--- src/rtl/vts_pkg.sv ---
package vts_pkg;
  typedef enum logic [1:0] {
    RG_SYNC  = 2'd0,
    RG_BACK  = 2'd1,
    RG_ACT   = 2'd2,
    RG_FRONT = 2'd3
  } regionT;

  typedef struct packed {
    logic run;
    logic lineStart;
    logic frameStart;
  } tickT;
endpackage

--- src/rtl/vts_ctrl.sv ---
module vts_ctrl
  import vts_pkg::*;
#(
  parameter int HW = 14,
  parameter int VW = 12,
  parameter int PW = 14
) (
  input  logic            clk,
  input  logic            rstN,
  input  logic            enable,
  input  logic [HW-1:0]   cfgHsa,
  input  logic [HW-1:0]   cfgHbp,
  input  logic [HW-1:0]   cfgHline,
  input  logic [PW-1:0]   cfgPixels,
  input  logic [VW-1:0]   cfgVsa,
  input  logic [VW-1:0]   cfgVbp,
  input  logic [VW-1:0]   cfgVact,
  input  logic [VW-1:0]   cfgVfp,
  input  logic [1:0]      cfgMode,
  input  logic [5:0]      cfgLpMask,
  output tickT            tick,
  output logic [HW-1:0]   hCnt,
  output logic [VW+1:0]   vCnt,
  output logic [HW-1:0]   sHsa,
  output logic [HW-1:0]   sHbp,
  output logic [PW-1:0]   sPixels,
  output logic [VW-1:0]   sVsa,
  output logic [VW-1:0]   sVbp,
  output logic [VW-1:0]   sVact,
  output logic [1:0]      sMode,
  output logic [5:0]      sLpMask
);
  localparam int VT = VW + 2;

  logic          run;
  logic [HW-1:0] sHline;
  logic [VW-1:0] sVfp;
  logic [VT-1:0] vTotal;
  logic          lineEnd, frameEnd, loadNow;

  assign vTotal   = VT'(sVsa) + VT'(sVbp) + VT'(sVact) + VT'(sVfp);
  assign lineEnd  = ({1'b0, hCnt} + (HW+1)'(1)) >= {1'b0, sHline};
  assign frameEnd = lineEnd && ((vCnt + VT'(1)) >= vTotal);
  assign loadNow  = !run || (enable && frameEnd);

  always_ff @(posedge clk) begin
    if (!rstN) begin
      run  <= 1'b0;
      hCnt <= '0;
      vCnt <= '0;
    end else begin
      run <= enable;
      if (!enable) begin
        hCnt <= '0;
        vCnt <= '0;
      end else if (run) begin
        if (frameEnd) begin
          hCnt <= '0;
          vCnt <= '0;
        end else if (lineEnd) begin
          hCnt <= '0;
          vCnt <= vCnt + VT'(1);
        end else begin
          hCnt <= hCnt + HW'(1);
        end
      end
    end
  end

  always_ff @(posedge clk) begin
    if (!rstN) begin
      sHsa <= '0; sHbp <= '0; sHline <= '0; sPixels <= '0;
      sVsa <= '0; sVbp <= '0; sVact <= '0; sVfp <= '0;
      sMode <= '0; sLpMask <= '0;
    end else if (loadNow) begin
      sHsa <= cfgHsa; sHbp <= cfgHbp; sHline <= cfgHline; sPixels <= cfgPixels;
      sVsa <= cfgVsa; sVbp <= cfgVbp; sVact <= cfgVact; sVfp <= cfgVfp;
      sMode <= cfgMode; sLpMask <= cfgLpMask;
    end
  end

  assign tick.run        = run;
  assign tick.lineStart  = run && (hCnt == '0);
  assign tick.frameStart = run && (hCnt == '0) && (vCnt == '0);

  // the horizontal position never reaches the programmed line length
  a_r2_hcnt_in_line: assert property (@(posedge clk) disable iff (!rstN)
    run |-> (hCnt < sHline) || (hCnt == '0));

  // a restart always begins at the frame origin
  a_r9_restart_origin: assert property (@(posedge clk) disable iff (!rstN)
    $rose(run) |-> (hCnt == '0) && (vCnt == '0));

  // shadows move only at a frame boundary or while stopped
  a_r8_shadow_hold: assert property (@(posedge clk) disable iff (!rstN)
    (run && enable && !frameEnd) |=> $stable(sHline) && $stable(sVact)
      && $stable(sMode) && $stable(sLpMask) && $stable(sPixels));
endmodule

--- src/rtl/vts_datapath.sv ---
module vts_datapath
  import vts_pkg::*;
#(
  parameter int HW = 14,
  parameter int VW = 12,
  parameter int PW = 14
) (
  input  logic            clk,
  input  logic            rstN,
  input  tickT            tick,
  input  logic [HW-1:0]   hCnt,
  input  logic [VW+1:0]   vCnt,
  input  logic [HW-1:0]   sHsa,
  input  logic [HW-1:0]   sHbp,
  input  logic [PW-1:0]   sPixels,
  input  logic [VW-1:0]   sVsa,
  input  logic [VW-1:0]   sVbp,
  input  logic [VW-1:0]   sVact,
  input  logic [1:0]      sMode,
  input  logic [5:0]      sLpMask,
  output logic [1:0]      hRegion,
  output logic [1:0]      vRegion,
  output logic            lineStart,
  output logic            frameStart,
  output logic            syncEnd,
  output logic            activePix,
  output logic            lpAllowed
);
  localparam int HS = ((HW > PW) ? HW : PW) + 2;
  localparam int VT = VW + 2;

  logic [HS-1:0] hEdge1, hEdge2, hEdge3, hPos;
  logic [VT-1:0] vEdge1, vEdge2, vEdge3;
  regionT        hReg, vReg;
  logic          lpRaw;

  assign hPos   = HS'(hCnt);
  assign hEdge1 = HS'(sHsa);
  assign hEdge2 = hEdge1 + HS'(sHbp);
  assign hEdge3 = hEdge2 + HS'(sPixels);
  assign vEdge1 = VT'(sVsa);
  assign vEdge2 = vEdge1 + VT'(sVbp);
  assign vEdge3 = vEdge2 + VT'(sVact);

  always_comb begin
    if      (hPos < hEdge1) hReg = RG_SYNC;
    else if (hPos < hEdge2) hReg = RG_BACK;
    else if (hPos < hEdge3) hReg = RG_ACT;
    else                    hReg = RG_FRONT;
    if      (vCnt < vEdge1) vReg = RG_SYNC;
    else if (vCnt < vEdge2) vReg = RG_BACK;
    else if (vCnt < vEdge3) vReg = RG_ACT;
    else                    vReg = RG_FRONT;
  end

  always_comb begin
    unique case (vReg)
      RG_SYNC:  lpRaw = sLpMask[0];
      RG_BACK:  lpRaw = sLpMask[1];
      RG_FRONT: lpRaw = sLpMask[2];
      default: begin
        if      (hReg == RG_BACK)  lpRaw = sLpMask[3] && sLpMask[4];
        else if (hReg == RG_FRONT) lpRaw = sLpMask[3] && sLpMask[5];
        else                       lpRaw = 1'b0;
      end
    endcase
    if (hReg == RG_SYNC) lpRaw = 1'b0;
  end

  assign hRegion    = tick.run ? hReg : RG_SYNC;
  assign vRegion    = tick.run ? vReg : RG_SYNC;
  assign lineStart  = tick.lineStart;
  assign frameStart = tick.frameStart;
  assign syncEnd    = tick.run && (sMode == 2'd0) && (hCnt == sHsa);
  assign activePix  = tick.run && (hReg == RG_ACT) && (vReg == RG_ACT);
  assign lpAllowed  = tick.run && lpRaw;

  // the end strobe exists only in the sync-pulse style
  a_r5_end_pulse_mode: assert property (@(posedge clk) disable iff (!rstN)
    syncEnd |-> (sMode == 2'd0));

  // never low power while pixels flow
  a_r7_lp_not_pixels: assert property (@(posedge clk) disable iff (!rstN)
    !(lpAllowed && activePix));

  // never low power during horizontal sync
  a_r7_lp_not_sync: assert property (@(posedge clk) disable iff (!rstN)
    lpAllowed |-> (hRegion != 2'd0));

  // a frame start is always also a line start
  a_r4_frame_is_line: assert property (@(posedge clk) disable iff (!rstN)
    frameStart |-> lineStart && (vCnt == '0));
endmodule

--- src/rtl/vid_timing_seq.sv ---
module vid_timing_seq
  import vts_pkg::*;
#(
  parameter int HW = 14,
  parameter int VW = 12,
  parameter int PW = 14
) (
  input  logic            clk,
  input  logic            rstN,
  input  logic            enable,
  input  logic [HW-1:0]   cfgHsa,
  input  logic [HW-1:0]   cfgHbp,
  input  logic [HW-1:0]   cfgHline,
  input  logic [PW-1:0]   cfgPixels,
  input  logic [VW-1:0]   cfgVsa,
  input  logic [VW-1:0]   cfgVbp,
  input  logic [VW-1:0]   cfgVact,
  input  logic [VW-1:0]   cfgVfp,
  input  logic [1:0]      cfgMode,
  input  logic [5:0]      cfgLpMask,
  output logic [1:0]      hRegion,
  output logic [1:0]      vRegion,
  output logic            lineStart,
  output logic            frameStart,
  output logic            syncEnd,
  output logic            activePix,
  output logic            lpAllowed
);
  tickT          tick;
  logic [HW-1:0] hCnt, sHsa, sHbp;
  logic [VW+1:0] vCnt;
  logic [PW-1:0] sPixels;
  logic [VW-1:0] sVsa, sVbp, sVact;
  logic [1:0]    sMode;
  logic [5:0]    sLpMask;

  vts_ctrl #(.HW(HW), .VW(VW), .PW(PW)) u_ctrl (
    .clk(clk), .rstN(rstN), .enable(enable),
    .cfgHsa(cfgHsa), .cfgHbp(cfgHbp), .cfgHline(cfgHline), .cfgPixels(cfgPixels),
    .cfgVsa(cfgVsa), .cfgVbp(cfgVbp), .cfgVact(cfgVact), .cfgVfp(cfgVfp),
    .cfgMode(cfgMode), .cfgLpMask(cfgLpMask),
    .tick(tick), .hCnt(hCnt), .vCnt(vCnt),
    .sHsa(sHsa), .sHbp(sHbp), .sPixels(sPixels),
    .sVsa(sVsa), .sVbp(sVbp), .sVact(sVact),
    .sMode(sMode), .sLpMask(sLpMask)
  );

  vts_datapath #(.HW(HW), .VW(VW), .PW(PW)) u_dp (
    .clk(clk), .rstN(rstN), .tick(tick), .hCnt(hCnt), .vCnt(vCnt),
    .sHsa(sHsa), .sHbp(sHbp), .sPixels(sPixels),
    .sVsa(sVsa), .sVbp(sVbp), .sVact(sVact),
    .sMode(sMode), .sLpMask(sLpMask),
    .hRegion(hRegion), .vRegion(vRegion), .lineStart(lineStart),
    .frameStart(frameStart), .syncEnd(syncEnd), .activePix(activePix),
    .lpAllowed(lpAllowed)
  );
endmodule

--- config.mk ---
export PLATFORM = sky130hd
export DESIGN_NAME = vid_timing_seq
export DESIGN_NICKNAME = d
export VERILOG_FILES = /design/src/rtl/vts_pkg.sv /design/src/rtl/vts_ctrl.sv /design/src/rtl/vts_datapath.sv /design/src/rtl/vid_timing_seq.sv
export SDC_FILE = /design/constraint.sdc
export NUM_CORES = 1
export LEC_CHECK = 0
export BUFFER_PORTS_ARGS = -buffer_cell sky130_fd_sc_hd__buf_2
export CAP_MARGIN = 5
export CORE_ASPECT_RATIO = 0.5
export CORE_MARGIN = 4
export CORE_UTILIZATION = 55
export DETAILED_ROUTE_END_ITERATION = 10
export HOLD_SLACK_MARGIN = 0.06
export PLACE_DENSITY = 0.82
export SYNTH_ARGS = -nofsm -noshare
export SYNTH_HDL_FRONTEND = slang
export SYNTH_HIERARCHICAL = 1
export SYNTH_SLANG_ARGS = --single-unit
--- constraint.sdc ---
create_clock -name clk -period 14.01 [get_ports clk]
set_clock_uncertainty 0.2 [all_clocks]
set_input_delay 2.1015 -clock clk [delete_from_list [all_inputs] [get_ports clk]]
set_output_delay 2.1015 -clock clk [all_outputs]
set_load 0.1 [all_outputs]
Yosys cells after proc, flatten, opt, wreduce, memory -nomap -nowiden
Cells that the tools add are included.
{"block": "word_totals", "elab_cells": 73, "inputBits": 115, "output_inout_bits": 9, "ff_bits": 141}
{"block": "classes", "n_reduce_logical": 21, "n_lt_le_gt_ge": 8, "addsub": 8, "mux": 16, "n_eq_ne": 7}
{"operator": "$mux 14", "count": 4}
{"operator": "$lt 14x14->1", "count": 3}
{"operator": "$lt 14x16->1", "count": 2}
{"operator": "$add 14x1->14 const B", "count": 2}
{"operator": "$add 14x12->14", "count": 2}
{"operator": "$logic_not 14->1", "count": 2}
{"operator": "$add 16x14->16", "count": 1}
{"operator": "$add 14x1->15 const B", "count": 1}
{"operator": "$add 14x14->15", "count": 1}
{"operator": "$ge 15x14->1", "count": 1}
{"operator": "$eq 14x14->1", "count": 1}
{"operator": "$ge 14x14->1", "count": 1}
{"operator": "$lt 14x12->1", "count": 1}
{"operator": "$add 12x12->13", "count": 1}
{"operator": "$mux 2", "count": 6}
{"operator": "$logic_and 1x1->1", "count": 11}
{"operator": "$eq 2x2->1 const B", "count": 4}
{"operator": "$logic_not 2->1", "count": 3}
{"operator": "$mux 1", "count": 5}
{"operator": "$eq 2x1->1 const B", "count": 2}
{"operator": "$reduce_and 2->1", "count": 2}
{"operator": "$pmux 1 s3", "count": 1}
{"operator": "$reduce_bool 2->1", "count": 1}
{"operator": "$logic_not 1->1", "count": 1}
{"operator": "$logic_or 1x1->1", "count": 1}

Longest topological paths before layout
Gate-level depths: netlist (run 1).
{"block": "depth", "depth_word": 12, "depth_mapped": 25, "mapped_depth_nobuf": 23}

Cells and area by module
The synthesis (run 1) kept the hierarchy.
{"mod": "vts_ctrl", "cells_each": 944, "instances": 1, "area_per_inst_um2": 7578.5, "seq_area_each_um2": 2822.7}
{"mod": "vts_datapath", "cells_each": 567, "instances": 1, "area_per_inst_um2": 4257.8, "seq_area_each_um2": 0.0}

Least setup slack after synthesis (run 1)
OpenSTA, ideal clock, no wires.
{"block": "synth_timing", "path_kind": "register to output", "start": "reg u_ctrl.sHsa[0]", "end": "out activePix", "n_path_buf": 0, "path_stages_with_launch": 18, "arrival_time_ps": 7191, "setup_slack_ps": 4517, "t_required_ps": 11708, "cell_sequence": "dfxtp_1 ha_1 fa_1 a211oi_1 o21a_1 o21ai_1 a21o_1 a21o_1 xor2_1 inv_1 ha_1 nand4_1 nor2_1 o21ai_0 o21ai_0 nand2_1 nor2_1 nor4bb_1"}
{"block": "synth_between", "elab_chain_len": 9, "elab_cells_between_ends": 11, "classes_between": "2 x add/sub; 3 x order compare; 1 x eq/ne; 3 x mux; 2 x reduce/logical"}
{"item": "from (decl)", "line": "vts_ctrl.sv:24", "source": "output logic [HW-1:0] sHsa,"}
{"item": "from (signal assigned)", "line": "vts_ctrl.sv:76", "source": "sHsa <= cfgHsa; sHbp <= cfgHbp; sHline <= cfgHline; sPixels <= cfgPixels;"}
{"item": "$add 14x14->15", "line": "vts_datapath.sv:39", "source": "assign hEdge2 = hEdge1 + HS'(sHbp);"}
{"item": "$add 16x14->16", "line": "vts_datapath.sv:40", "source": "assign hEdge3 = hEdge2 + HS'(sPixels);"}
{"item": "$lt 14x16->1", "line": "vts_datapath.sv:48", "source": "else if (hPos < hEdge3) hReg = RG_ACT;"}
{"item": "$mux 1", "line": "vts_datapath.sv:48"}
{"item": "$mux 2", "line": "vts_datapath.sv:47", "source": "else if (hPos < hEdge2) hReg = RG_BACK;"}
{"item": "$mux 2 (*)", "line": "vts_datapath.sv:46", "source": "if (hPos < hEdge1) hReg = RG_SYNC;"}
{"item": "$eq 2x2->1 (*)", "line": "vts_datapath.sv:75", "source": "assign activePix = tick.run && (hReg == RG_ACT) && (vReg == RG_ACT);"}
{"item": "$logic_and 1x1->1 (*) (2 in series)", "line": "vts_datapath.sv:75"}
{"item": "to (decl)", "line": "vid_timing_seq.sv:26", "source": "output logic activePix,"}
Every way passes the cells marked *; elsewhere a longest branch is shown, timed or not.

Worst setup path after layout (run 1)
{"block": "layout_timing", "start": "reg u_ctrl.sHsa[0]", "end": "out lpAllowed"}
{"block": "layout_between", "elab_chain_len": 12, "elab_cells_between_ends": 16, "classes_between": "2 x add/sub; 3 x order compare; 2 x eq/ne; 7 x mux; 2 x reduce/logical"}
{"item": "$add 14x14->15", "line": "vts_datapath.sv:39"}
{"item": "$add 16x14->16", "line": "vts_datapath.sv:40"}
{"item": "$lt 14x16->1", "line": "vts_datapath.sv:48"}
{"item": "$mux 1", "line": "vts_datapath.sv:48"}
{"item": "$mux 2", "line": "vts_datapath.sv:47"}
{"item": "$mux 2 (*)", "line": "vts_datapath.sv:46"}
{"item": "$eq 2x2->1", "line": "vts_datapath.sv:63", "source": "else if (hReg == RG_FRONT) lpRaw = sLpMask[3] && sLpMask[5];"}
{"item": "$mux 1", "line": "vts_datapath.sv:63"}
{"item": "$mux 1", "line": "vts_datapath.sv:62", "source": "if (hReg == RG_BACK) lpRaw = sLpMask[3] && sLpMask[4];"}
{"item": "$pmux 1 s3", "line": "vts_datapath.sv:57", "source": "unique case (vReg)"}
{"item": "$mux 1 (*)", "line": "vts_datapath.sv:67", "source": "if (hReg == RG_SYNC) lpRaw = 1'b0;"}
{"item": "$logic_and 1x1->1 (*)", "line": "vts_datapath.sv:76", "source": "assign lpAllowed = tick.run && lpRaw;"}
{"item": "to (decl)", "line": "vid_timing_seq.sv:27", "source": "output logic lpAllowed"}
Marks and branches as above.

==> impl_metrics.tcl, run 1 <==
set metrics [dict create \
    fp.dieArea_sq_um 24100 \
    cts_sinks 141 \
    critical-path-max-stage-delay_ns 0.53 \
    synth_warnings 6 \
    p_sw_share_pct 35.2 \
    seq_power_share_pct 32.7 \
    p_leak_nw 6.13 \
    cts_tree "built" \
    wire_per_inst_microns 17.1 \
    grt_usage_pct 26.3 \
    p_switching_w 0.000493 \
    first_global_vias 10355 \
    fin_crit_ns 8.45 \
    syn_area_sq_um 11800 \
    rows 37 \
    synth_commonest_cells "178 x nand2_1, 176 x ha_1, 159 x nand3_1, 152 x inv_1, 141 x dfxtp_1" \
    wirelength_mm 32.1 \
    tns_ns 0 \
    slew_viol_final 0 \
    drtPass1Iterations 5 \
    synth_most_common_cell "nand2_1" \
    vias 10920 \
    vias_per_cell 5.82 \
    ir_drop_mv 0.101 \
    setup_violations 0 \
    avgSynthCellArea_sq_um 7.83 \
    synth_top_area_cell "dfxtp_1" \
    max-cap-violations 0 \
    wl_met3_mm 1.83 \
    ys_seq_area_share_pct 23.8 \
    comb_power_share_pct 34.0 \
    ios 124 \
    io_buffers 123 \
    syn_nets 1830 \
    cts-root-buf "clkbuf_16" \
    max_freq_mhz 118 \
    antenna_found_initial 1 \
    start_util_pct 56.8 \
    clk_pin_slew_worst_paths_ns 0.06 \
    place_inst 1844 \
    setup_ws_ns 5.56 \
    rsz0062_at_grt "no" \
    cts_setup_buffers 0 \
    tightest_slew_ns 1.10 \
    place_hpwl_mm 24.8 \
    die_x_microns 215 \
    synth_enable_flop_cells 0 \
    grt_pass1_wl_mm 52.0 \
    syn_inst 1511 \
    status "complete, no violations" \
    worst_setup_path_start_kind "register" \
    critPathMaxFanout 6 \
    cp_slowest_cell "a311oi_1" \
    dr.first_iter.drc_count 812 \
    period_share_pct 60.3 \
    postCtsResizedCells 0 \
    hold_class "register to register" \
    cp.arrival_ns 6.15 \
    area_growth_pct 10.6 \
    cts_made_buffers 17 \
    slew_headroom_pct 26.6 \
    critical_path.top_delay_family "compound AO/OA/AOI/OAI gates" \
    drt-met1-wl_mm 14.3 \
    wl_met2_mm 15.0 \
    hold_buffers 0 \
    path_buf_inv 1 \
    ys_ff_latch 141 \
    netlist_top_cells_area "dfxtp_1 24%, ha_1 19%, nand3_1 6.7%, nand2_1 5.6%, inv_1 4.8%" \
    synthArstFlopShare_pct 0 \
    crit_path_frequent_cell "ha_1" \
    nFillCells 1828 \
    place_congestion 0.971 \
    diodes 0 \
    drive_above_1_share_pct 10.7 \
    cp_cell_sequence "ha_1 -> fa_1 -> a211oi_1 -> o21bai_1 -> a21oi_1 -> xnor2_1 -> ha_1 -> and4_1 -> o311ai_1 -> nand2_1 -> a21o_1 -> a21o_1 -> a2111oi_0 -> nor4_1 -> ha_1 -> o2111ai_1 -> o21ai_0 -> o31ai_1 -> a311oi_1 -> a41oi_1 -> o211ai_1 -> buf_2" \
    dp_slack_ns 6.17 \
    routed.top_layer "met4" \
    grt_max_degree 119 \
    timing_hold_violations_final 0 \
    power.internal_w 0.000907 \
    die_h_microns 112 \
    fin_nets 1909 \
    core_area_sq_um 20800 \
    cts_buffer_depth 2 \
    p_per_area_nw_per_um2 107 \
    drc_errors 0 \
    ys.flop_type "dfxtp_1" \
    clk_latency_ns 0.43 \
    synth.top_cell.area_share_pct 23.8 \
    clock_power_share_pct 33.3 \
    post_synth_num_cell_types 68 \
    required_ns 11.71 \
    critical_path_class "register to output pin" \
    grt.overflow.total 0 \
    htreeDepth 4 \
    antenna_left 0 \
    final-instance-count-excl-fill 1876 \
    cp-end-kind "output pin" \
]
==> sequential cells by signal, indices dropped and copies added (netlist names) <==
signal / cells
u_ctrl/run: 1
u_ctrl/hCnt: 14
u_ctrl/sLpMask: 6
u_ctrl/sHbp: 14
u_ctrl/sVbp: 12
u_ctrl/sVfp: 12
u_ctrl/sHline: 14
u_ctrl/sHsa: 14
u_ctrl/sPixels: 14
u_ctrl/vCnt: 14
u_ctrl/sVsa: 12
u_ctrl/sMode: 2
u_ctrl/sVact: 12
==> cell usage in the layout, fill, tap and decap left out, types with 12 or more instances in the layout <==
| master | instances |
|---|---|
| nor3_1 | 19 |
| fa_1 | 28 |
| dfxtp_1 | 141 |
| nor2_1 | 54 |
| ha_1 | 176 |
| a21oi_1 | 76 |
| nand3_1 | 159 |
| inv_1 | 152 |
| and3_1 | 15 |
| xor2_1 | 32 |
| buf_2 | 122 |
| a31oi_1 | 12 |
| clkbuf_16 | 17 |
| o21ai_0 | 90 |
| o21ai_1 | 68 |
| xnor2_1 | 47 |
| nand2_1 | 178 |
| a21o_1 | 35 |
==> through the flow <==
step | hold slack [ns] | util, % | total power (W) | cell area, sq um
final | 0.248 | 62.8 | 0.00140 | 13100
after global routing | 0.274 | 62.8 | 0.00149 | 13100
after CTS | 0.251 | 62.8 | 0.00140 | 13100
after detailed placement | 0.242 | 60.0 | 0.000930 | 12500
after global placement | 0.238 | 60.0 | 0.000909 | 12500
after floorplan | 0.225 | - | 0.000816 | 11800
==> metal layers <==
layer | GRT usage (%) | up-vias
li1 | - | 5432
met1 | 34.4 | 5111
met2 | 44.6 | 315
met3 | 4.28 | 62
met4 | 9.01 | 0
met5 | 0 | -
==> power groups by stage <==
stage / logic, W / registers [W] / clock network [W]
global placement: 0.000443 / 0.000465 / 0
detailed placement: 0.000463 / 0.000466 / 0
CTS: 0.000470 / 0.000458 / 0.000470
finish: 0.000476 / 0.000458 / 0.000466
global route: 0.000536 / 0.000462 / 0.000490
floorplan: 0.000361 / 0.000455 / 0
==> tightest hold or removal path: cells and delay by family (launching register included) <==
kind	cells	cell delay, ns
and+or+nand+nor	1	0.05
DFF	1	0.31
AOI/OAI and AO/OA	1	0.05
==> worst paths after layout <==
check	slack, ns	from	cells past startpoint	end
max	5.56	u_ctrl/sHsa[0]$_SDFFE_PN0P_	22	lpAllowed
min	0.25	u_ctrl/sVfp[4]$_SDFFE_PN0P_	2	u_ctrl/sVfp[4]$_SDFFE_PN0P_
max reg2reg	6.85	u_ctrl/sVsa[1]$_SDFFE_PN0P_	23	u_ctrl/sVact[11]$_SDFFE_PN0P_
min reg2reg	0.25	u_ctrl/sVfp[4]$_SDFFE_PN0P_	2	u_ctrl/sVfp[4]$_SDFFE_PN0P_
==> cell families after synthesis <==
| kind of cell | after synthesis | synth area share [%] |
|---|---|---|
| simple gates | 498 | 20.0 |
| fa+ha+maj | 204 | 23.3 |
| xor+xnor | 79 | 5.85 |
| flops | 141 | 23.8 |
| buf+inv | 219 | 7.66 |
| compound gates | 368 | 19.2 |
| mux | 2 | 0.169 |
==> final cells by class <==
cell class | count | area [sq um] | area share (%)
multi-input combinational | 1151 | 8110 | 61.9
sequential | 141 | 2820 | 21.6
inverter | 152 | 571 | 4.36
timing repair buffer | 127 | 652 | 4.98
clock inverter | 10 | 139 | 1.06
clock buffer | 22 | 454 | 3.47
tap | 273 | 342 | 2.61
Power figures use the tool's default switching activity.
==> run 2, diff against run 1 <==
==> constraint.sdc (replaced) <==
create_clock -name clk -period 8.35 [get_ports clk]
set_clock_uncertainty 0.2 [all_clocks]
set_input_delay 1.2525 -clock clk [delete_from_list [all_inputs] [get_ports clk]]
set_output_delay 1.2525 -clock clk [all_outputs]
set_load 0.1 [all_outputs]
==> run 2 against run 1 <==
Non-clock buffer count shrank 1. Global-route usage shrank 0.19 points. Register-to-register slack got worse by 4.6 ns.
==> impl_metrics.tcl, run 2 (same netlist as run 1, synthesis figures left out) <==
set metrics [dict create \
    status "complete, no violations" \
    dr.first_iter.drc_count 1004 \
    fin_nets 1908 \
    slew_viol_final 0 \
    diodes 0 \
    fin_crit_ns 7.61 \
    vias 11011 \
    wirelength_mm 31.7 \
    critical_path.top_delay_family "compound AO/OA/AOI/OAI gates" \
    final_cell_mix "178 x nand2_1, 176 x ha_1, 159 x nand3_1" \
    p_sw_share_pct 34.3 \
    cp_cell_sequence "ha_1 -> fa_1 -> a211oi_1 -> o21bai_1 -> a21oi_1 -> xnor2_1 -> ha_1 -> and4_1 -> o311ai_1 -> nand2_1 -> a21o_1 -> a21o_1 -> a2111oi_0 -> nor4_1 -> ha_1 -> o2111ai_1 -> o21ai_0 -> o31ai_1 -> a311oi_1 -> a41oi_1 -> o211ai_1 -> buf_2" \
    area_growth_pct 10.8 \
    core_area_sq_um 20800 \
    wire_per_inst_microns 16.9 \
    seq_power_share_pct 32.6 \
    grt.overflow.total 0 \
    grt_use_met1_pct 33.3 \
    max_freq_mhz 131 \
    p_switching_w 0.000810 \
    htreeDepth 4 \
    vias_per_cell 5.87 \
    cts_made_buffers 17 \
    cp_slowest_cell "a311oi_1" \
    power.internal_w 0.00155 \
    comb_power_share_pct 33.5 \
    place_hpwl_mm 24.2 \
    start_util_pct 56.8 \
    worst_setup_path_start_kind "register" \
    setup_violations 0 \
    cp-end-kind "output pin" \
    grt_pass1_wl_mm 51.7 \
    drtPass1Iterations 8 \
    ir_drop_mv 0.140 \
    antenna_found_initial 0 \
    die_h_microns 112 \
    cts_sinks 141 \
    rows 37 \
    hold_class "register to register" \
    cts-root-buf "clkbuf_16" \
    crit_path_frequent_cell "ha_1" \
    path_buf_inv 1 \
    critical_path_class "register to output pin" \
    timing_hold_violations_final 0 \
    postCtsResizedCells 0 \
    first_global_vias 10683 \
    final_common_cell "nand2_1" \
    grtUsageMet3_pct 5.37 \
    cts_setup_buffers 0 \
    critical-path-max-stage-delay_ns 0.57 \
    p_per_area_nw_per_um2 180 \
    clock_power_share_pct 33.9 \
    cts_tree "built" \
    rsz0062_at_grt "no" \
    top_usage_layer "met2" \
    clk_latency_ns 0.45 \
    fp.dieArea_sq_um 24100 \
    place_congestion 0.933 \
    slew_headroom_pct 36.5 \
    fin_area_sq_um 13100 \
    io_buffers 123 \
    ios 124 \
    nFillCells 1816 \
    tns_ns 0 \
    cp.arrival_ns 6.15 \
    drive_above_1_share_pct 10.6 \
    cts_buffer_depth 2 \
    hold_buffers 0 \
    p_leak_nw 6.13 \
    die_x_microns 215 \
    grt_usage_pct 26.1 \
    max-cap-violations 0 \
    grt_max_degree 174 \
    tightest_slew_ns 0.953 \
    clk_pin_slew_worst_paths_ns 0.06 \
    critPathMaxFanout 6 \
    period_share_pct 91.1 \
    r2r_slack_ns 2.22 \
    required_ns 6.90 \
    drc_errors 0 \
    use_met2_pct 44.3 \
    antenna_left 0 \
    placed_area_sq_um 12500 \
]
==> run 2: routing by layer <==
metal  routed length (microns)  up-vias
met4                       914        0
met3                      1810       73
met2                     14900      355
met5                         0        -
met1                     14100     5157
li1                          -     5426
==> run 2: power groups by stage <==
| stage | logic (W) | registers, W | clock network, W |
|---|---|---|---|
| 2_1_floorplan | 0.000606 | 0.000764 | 0 |
| 3_3_place_gp | 0.000737 | 0.000781 | 0 |
| 3_5_place_dp | 0.000774 | 0.000783 | 0 |
| 4_1_cts | 0.000784 | 0.000769 | 0.000810 |
| 5_1_grt | 0.000895 | 0.000776 | 0.000842 |
| 6_report | 0.000792 | 0.000770 | 0.000801 |
==> run 2: worst reg2reg max path, cell delays in order (launching register included) <==
cell	delay (ns)
dfxtp_1	0.40
inv_1	0.09
fa_1	0.50
fa_1	0.58
inv_1	0.07
ha_1	0.29
a21o_1	0.19
a21oi_1	0.28
o211ai_1	0.14
a31oi_1	0.35
o21ai_0	0.17
a21oi_1	0.23
xor2_1	0.10
ha_1	0.31
nand4_1	0.16
nor3_1	0.37
nand2_1	0.13
o211a_1	0.22
a311oi_4	0.38
buf_12	0.48
nand3_1	0.30
o21ai_0	0.13
==> run 2: worst paths after layout <==
path / from / end / cells after the start
max reg2reg: u_ctrl/sVsa[2]$_SDFFE_PN0P_ / u_ctrl/sVbp[10]$_SDFFE_PN0P_ / 21
min: u_ctrl/sHline[3]$_SDFFE_PN0P_ / u_ctrl/sHline[3]$_SDFFE_PN0P_ / 2
min reg2reg: u_ctrl/sHline[3]$_SDFFE_PN0P_ / u_ctrl/sHline[3]$_SDFFE_PN0P_ / 2
max: u_ctrl/sHsa[0]$_SDFFE_PN0P_ / lpAllowed / 22
==> run 2: stage by stage <==
step / power, W / util, % / instances / setup slack, ns / hold slack, ns
after floorplan: 0.00137 / - / 1511 / 0.734 / 0.225
after global placement: 0.00152 / 60.0 / 1843 / 1.47 / 0.238
after detailed placement: 0.00156 / 60.0 / 1843 / 1.29 / 0.244
after CTS: 0.00236 / 63.0 / 1875 / 0.756 / 0.252
after global routing: 0.00251 / 63.0 / 1875 / 0.293 / 0.270
final: 0.00236 / 63.0 / 1875 / 0.744 / 0.249
==> run 2: area by class of cell <==
cell class | count | area [sq um] | area share [%]
multi-input cells | 1151 | 8110 | 61.8
flip-flops and latches | 141 | 2820 | 21.5
repair buffers | 126 | 657 | 5.01
inverters | 152 | 571 | 4.35
clock buffers | 27 | 513 | 3.91
well taps | 273 | 342 | 2.60
clock inverters | 5 | 103 | 0.782
==> run 3, diff against run 2 <==
--- a/config.mk
+++ b/config.mk
@@ -5,6 +5,7 @@
 export SDC_FILE = /design/constraint.sdc
 export NUM_CORES = 1
 export LEC_CHECK = 0
+export ABC_AREA = 1
 export BUFFER_PORTS_ARGS = -buffer_cell sky130_fd_sc_hd__buf_2
 export CAP_MARGIN = 5
 export CORE_ASPECT_RATIO = 0.5
==> run 3 against run 2 <==
Clock power is 6.6% higher. Cell area increased by 8.0%. Non-clock buffer count grew 3. Critical path depth increased by 7. Sequential cell count stayed put. Clock-buffer cell count decreased by 7. Synthesized cell count rose by 25%. Sequential power shrank 2.7%. Area after synthesis grew 8.8%. Cell count increased by 22%. Critical endpoint unchanged. Largest power group is now combinational logic.
==> impl_metrics.tcl, run 3 <==
set metrics [dict create \
    rows 39 \
    syn_area_sq_um 12900 \
    max_freq_mhz 145 \
    wirelength_mm 32.2 \
    cp.arrival_ns 5.45 \
    grt_pass1_wl_mm 52.3 \
    diodes 0 \
    final_common_cell "nand2_1" \
    netlist_top_cells_area "dfxtp_1 22%, ha_1 17%, nand2_1 11%, inv_1 8.7%, nor2_1 6.3%" \
    die_x_microns 224 \
    muxShareOfSynthArea_pct 0 \
    synth_commonest_cells "386 x nand2_1, 299 x inv_1, 215 x nor2_1, 176 x ha_1, 158 x nand3_1" \
    wire_per_inst_microns 14.1 \
    syn_nets 2203 \
    post_synth_num_cell_types 45 \
    tightest_slew_ns 0.964 \
    synth_fa_ha_area_share_pct 21.5 \
    ir_drop_mv 0.168 \
    cts-root-buf "clkbuf_16" \
    max-cap-violations 0 \
    fin_crit_ns 6.90 \
    tns_ns 0 \
    place_hpwl_mm 24.9 \
    synthSimpleGateAreaFrac_pct 31.3 \
    synth_most_common_cell "nand2_1" \
    postCtsResizedCells 0 \
    start_util_pct 56.1 \
    grt_max_degree 88 \
    synth_enable_flop_cells 0 \
    ys.flop_type "dfxtp_1" \
    synth_warnings 6 \
    synth-xor-area-share_pct 4.97 \
    htreeDepth 4 \
    syn_inst 1884 \
    r2r_slack_ns 2.58 \
    period_share_pct 82.7 \
    fp.dieArea_sq_um 26100 \
    clk_latency_ns 0.44 \
    cts_sinks 141 \
    synth.top_cell.area_share_pct 21.9 \
    required_ns 6.90 \
    slew_viol_final 0 \
    timing_hold_violations_final 0 \
    cts_buffer_depth 2 \
    io_buffers 123 \
    worst_setup_path_start_kind "register" \
    grt.overflow.total 0 \
    clk_pin_slew_worst_paths_ns 0.06 \
    place_congestion 0.929 \
    drive_above_1_share_pct 14.0 \
    antenna_found_initial 0 \
    area_growth_pct 10.1 \
    critical-path-max-stage-delay_ns 0.43 \
    fin_nets 2292 \
    avgSynthCellArea_sq_um 6.83 \
    synthArstFlopShare_pct 0 \
    dr.first_iter.drc_count 886 \
    timing.hold.ws_ns 0.343 \
    synth_top_area_cell "dfxtp_1" \
    die_h_microns 116 \
    ys_ff_latch 141 \
    cts_setup_buffers 0 \
    drtPass1Iterations 5 \
    slew_headroom_pct 35.8 \
    first_global_vias 11008 \
    vias 11842 \
    critical_path_class "register to output pin" \
    critPathMaxFanout 5 \
    grt_usage_pct 24.8 \
    p_leak_nw 7.53 \
    cts_tree "built" \
    synth_top_family_by_area "simple AND/OR/NAND/NOR gates" \
    hold_buffers 0 \
    ios 124 \
    drc_errors 0 \
    cts_made_buffers 17 \
    core_area_sq_um 22900 \
    ys_seq_area_share_pct 21.9 \
    synth_compound_area_share_pct 8.14 \
    final_cell_mix "386 x nand2_1, 299 x inv_1, 215 x nor2_1" \
    rsz0062_at_grt "no" \
    hold_class "register to register" \
    status "complete, no violations" \
    antenna_left 0 \
    vias_per_cell 5.17 \
    cp-end-kind "output pin" \
    p_per_area_nw_per_um2 174 \
    setup_violations 0 \
    cp_slowest_cell "buf_2" \
]
-- run 3: changes by cell type after synthesis, moves of 20 or more --
cell,before,now
o21ai_0,90,22
inv_1,152,299
nor2_1,54,215
nand2_1,178,386
xor2_1,32,52
o21ai_1,68,6
a21o_1,35,10
nor2_2,0,84
xnor2_1,47,21
a21oi_1,76,114
-- run 3: cell families (layout without fill, tap and decap cells) --
group                    count (synthesis)  after routing
buffers and inverters                  369            470
adder cells (fa/ha/maj)                204            204
XOR/XNOR                                73             73
AO/OA/AOI/OAI                          186            186
flip-flops                             141            141
AND/OR/NAND/NOR                        911            911
-- run 3: stage by stage --
step	cell area [sq um]	utilization (%)	setup WS (ns)	total power (W)	instances
3_5_place_dp	13500	59.0	1.98	0.00161	2261
2_1_floorplan	12900	-	1.15	0.00142	1884
5_1_grt	14200	61.8	0.925	0.00263	2292
6_report	14200	61.8	1.45	0.00246	2292
3_3_place_gp	13500	59.0	2.05	0.00158	2261
4_1_cts	14200	61.8	1.46	0.00247	2292
-- run 3: per-layer routing --
layer / routed length [microns] / vias up / track usage, %
met3: 1450 / 66 / 4.27
met4: 884 / 0 / 9.38
met1: 14900 / 5335 / 31.6
li1: - / 6139 / -
met5: 0 / - / 0
met2: 15000 / 302 / 42.6
-- run 3: final timing paths --
| path | start | end | depth (start not counted) |
|---|---|---|---|
| setup reg to reg | u_ctrl/sVsa[1]$_SDFFE_PN0P_ | u_ctrl/sHline[11]$_SDFFE_PN0P_ | 26 |
| setup / recovery | u_ctrl/sVsa[0]$_SDFFE_PN0P_ | lpAllowed | 29 |
| hold reg to reg | u_ctrl/sMode[1]$_SDFFE_PN0P_ | u_ctrl/sMode[1]$_SDFFE_PN0P_ | 4 |
| hold / removal | u_ctrl/sMode[1]$_SDFFE_PN0P_ | u_ctrl/sMode[1]$_SDFFE_PN0P_ | 4 |
-- run 3: where the power goes --
group / internal (W) / total, W / switching [W]
Sequential: 0.000714 / 0.000749 / 0.0000344
Combinational: 0.000342 / 0.000857 / 0.000515
Clock: 0.000552 / 0.000854 / 0.000302
-- run 3: worst max-delay path: cells and delay by family, from the launching register on --
family	cells	cell delay [ns]
AND/OR/NAND/NOR	7	0.62
XOR/XNOR	2	0.34
flip-flops	1	0.39
AO/OA/AOI/OAI	10	1.61
adder cells (fa/ha/maj)	4	1.22
buffers and inverters	6	0.84
-- run 3: layout make-up --
type                            count  area, sq um
Clock buffer                       20          468
Clock inverter                     11          188
Fill cell                        2095         8760
Inverter                          310         1160
Multi-Input combinational cell   1374         8480
Sequential cell                   141         2830
Tap cell                          307          384
Timing Repair Buffer              129          663
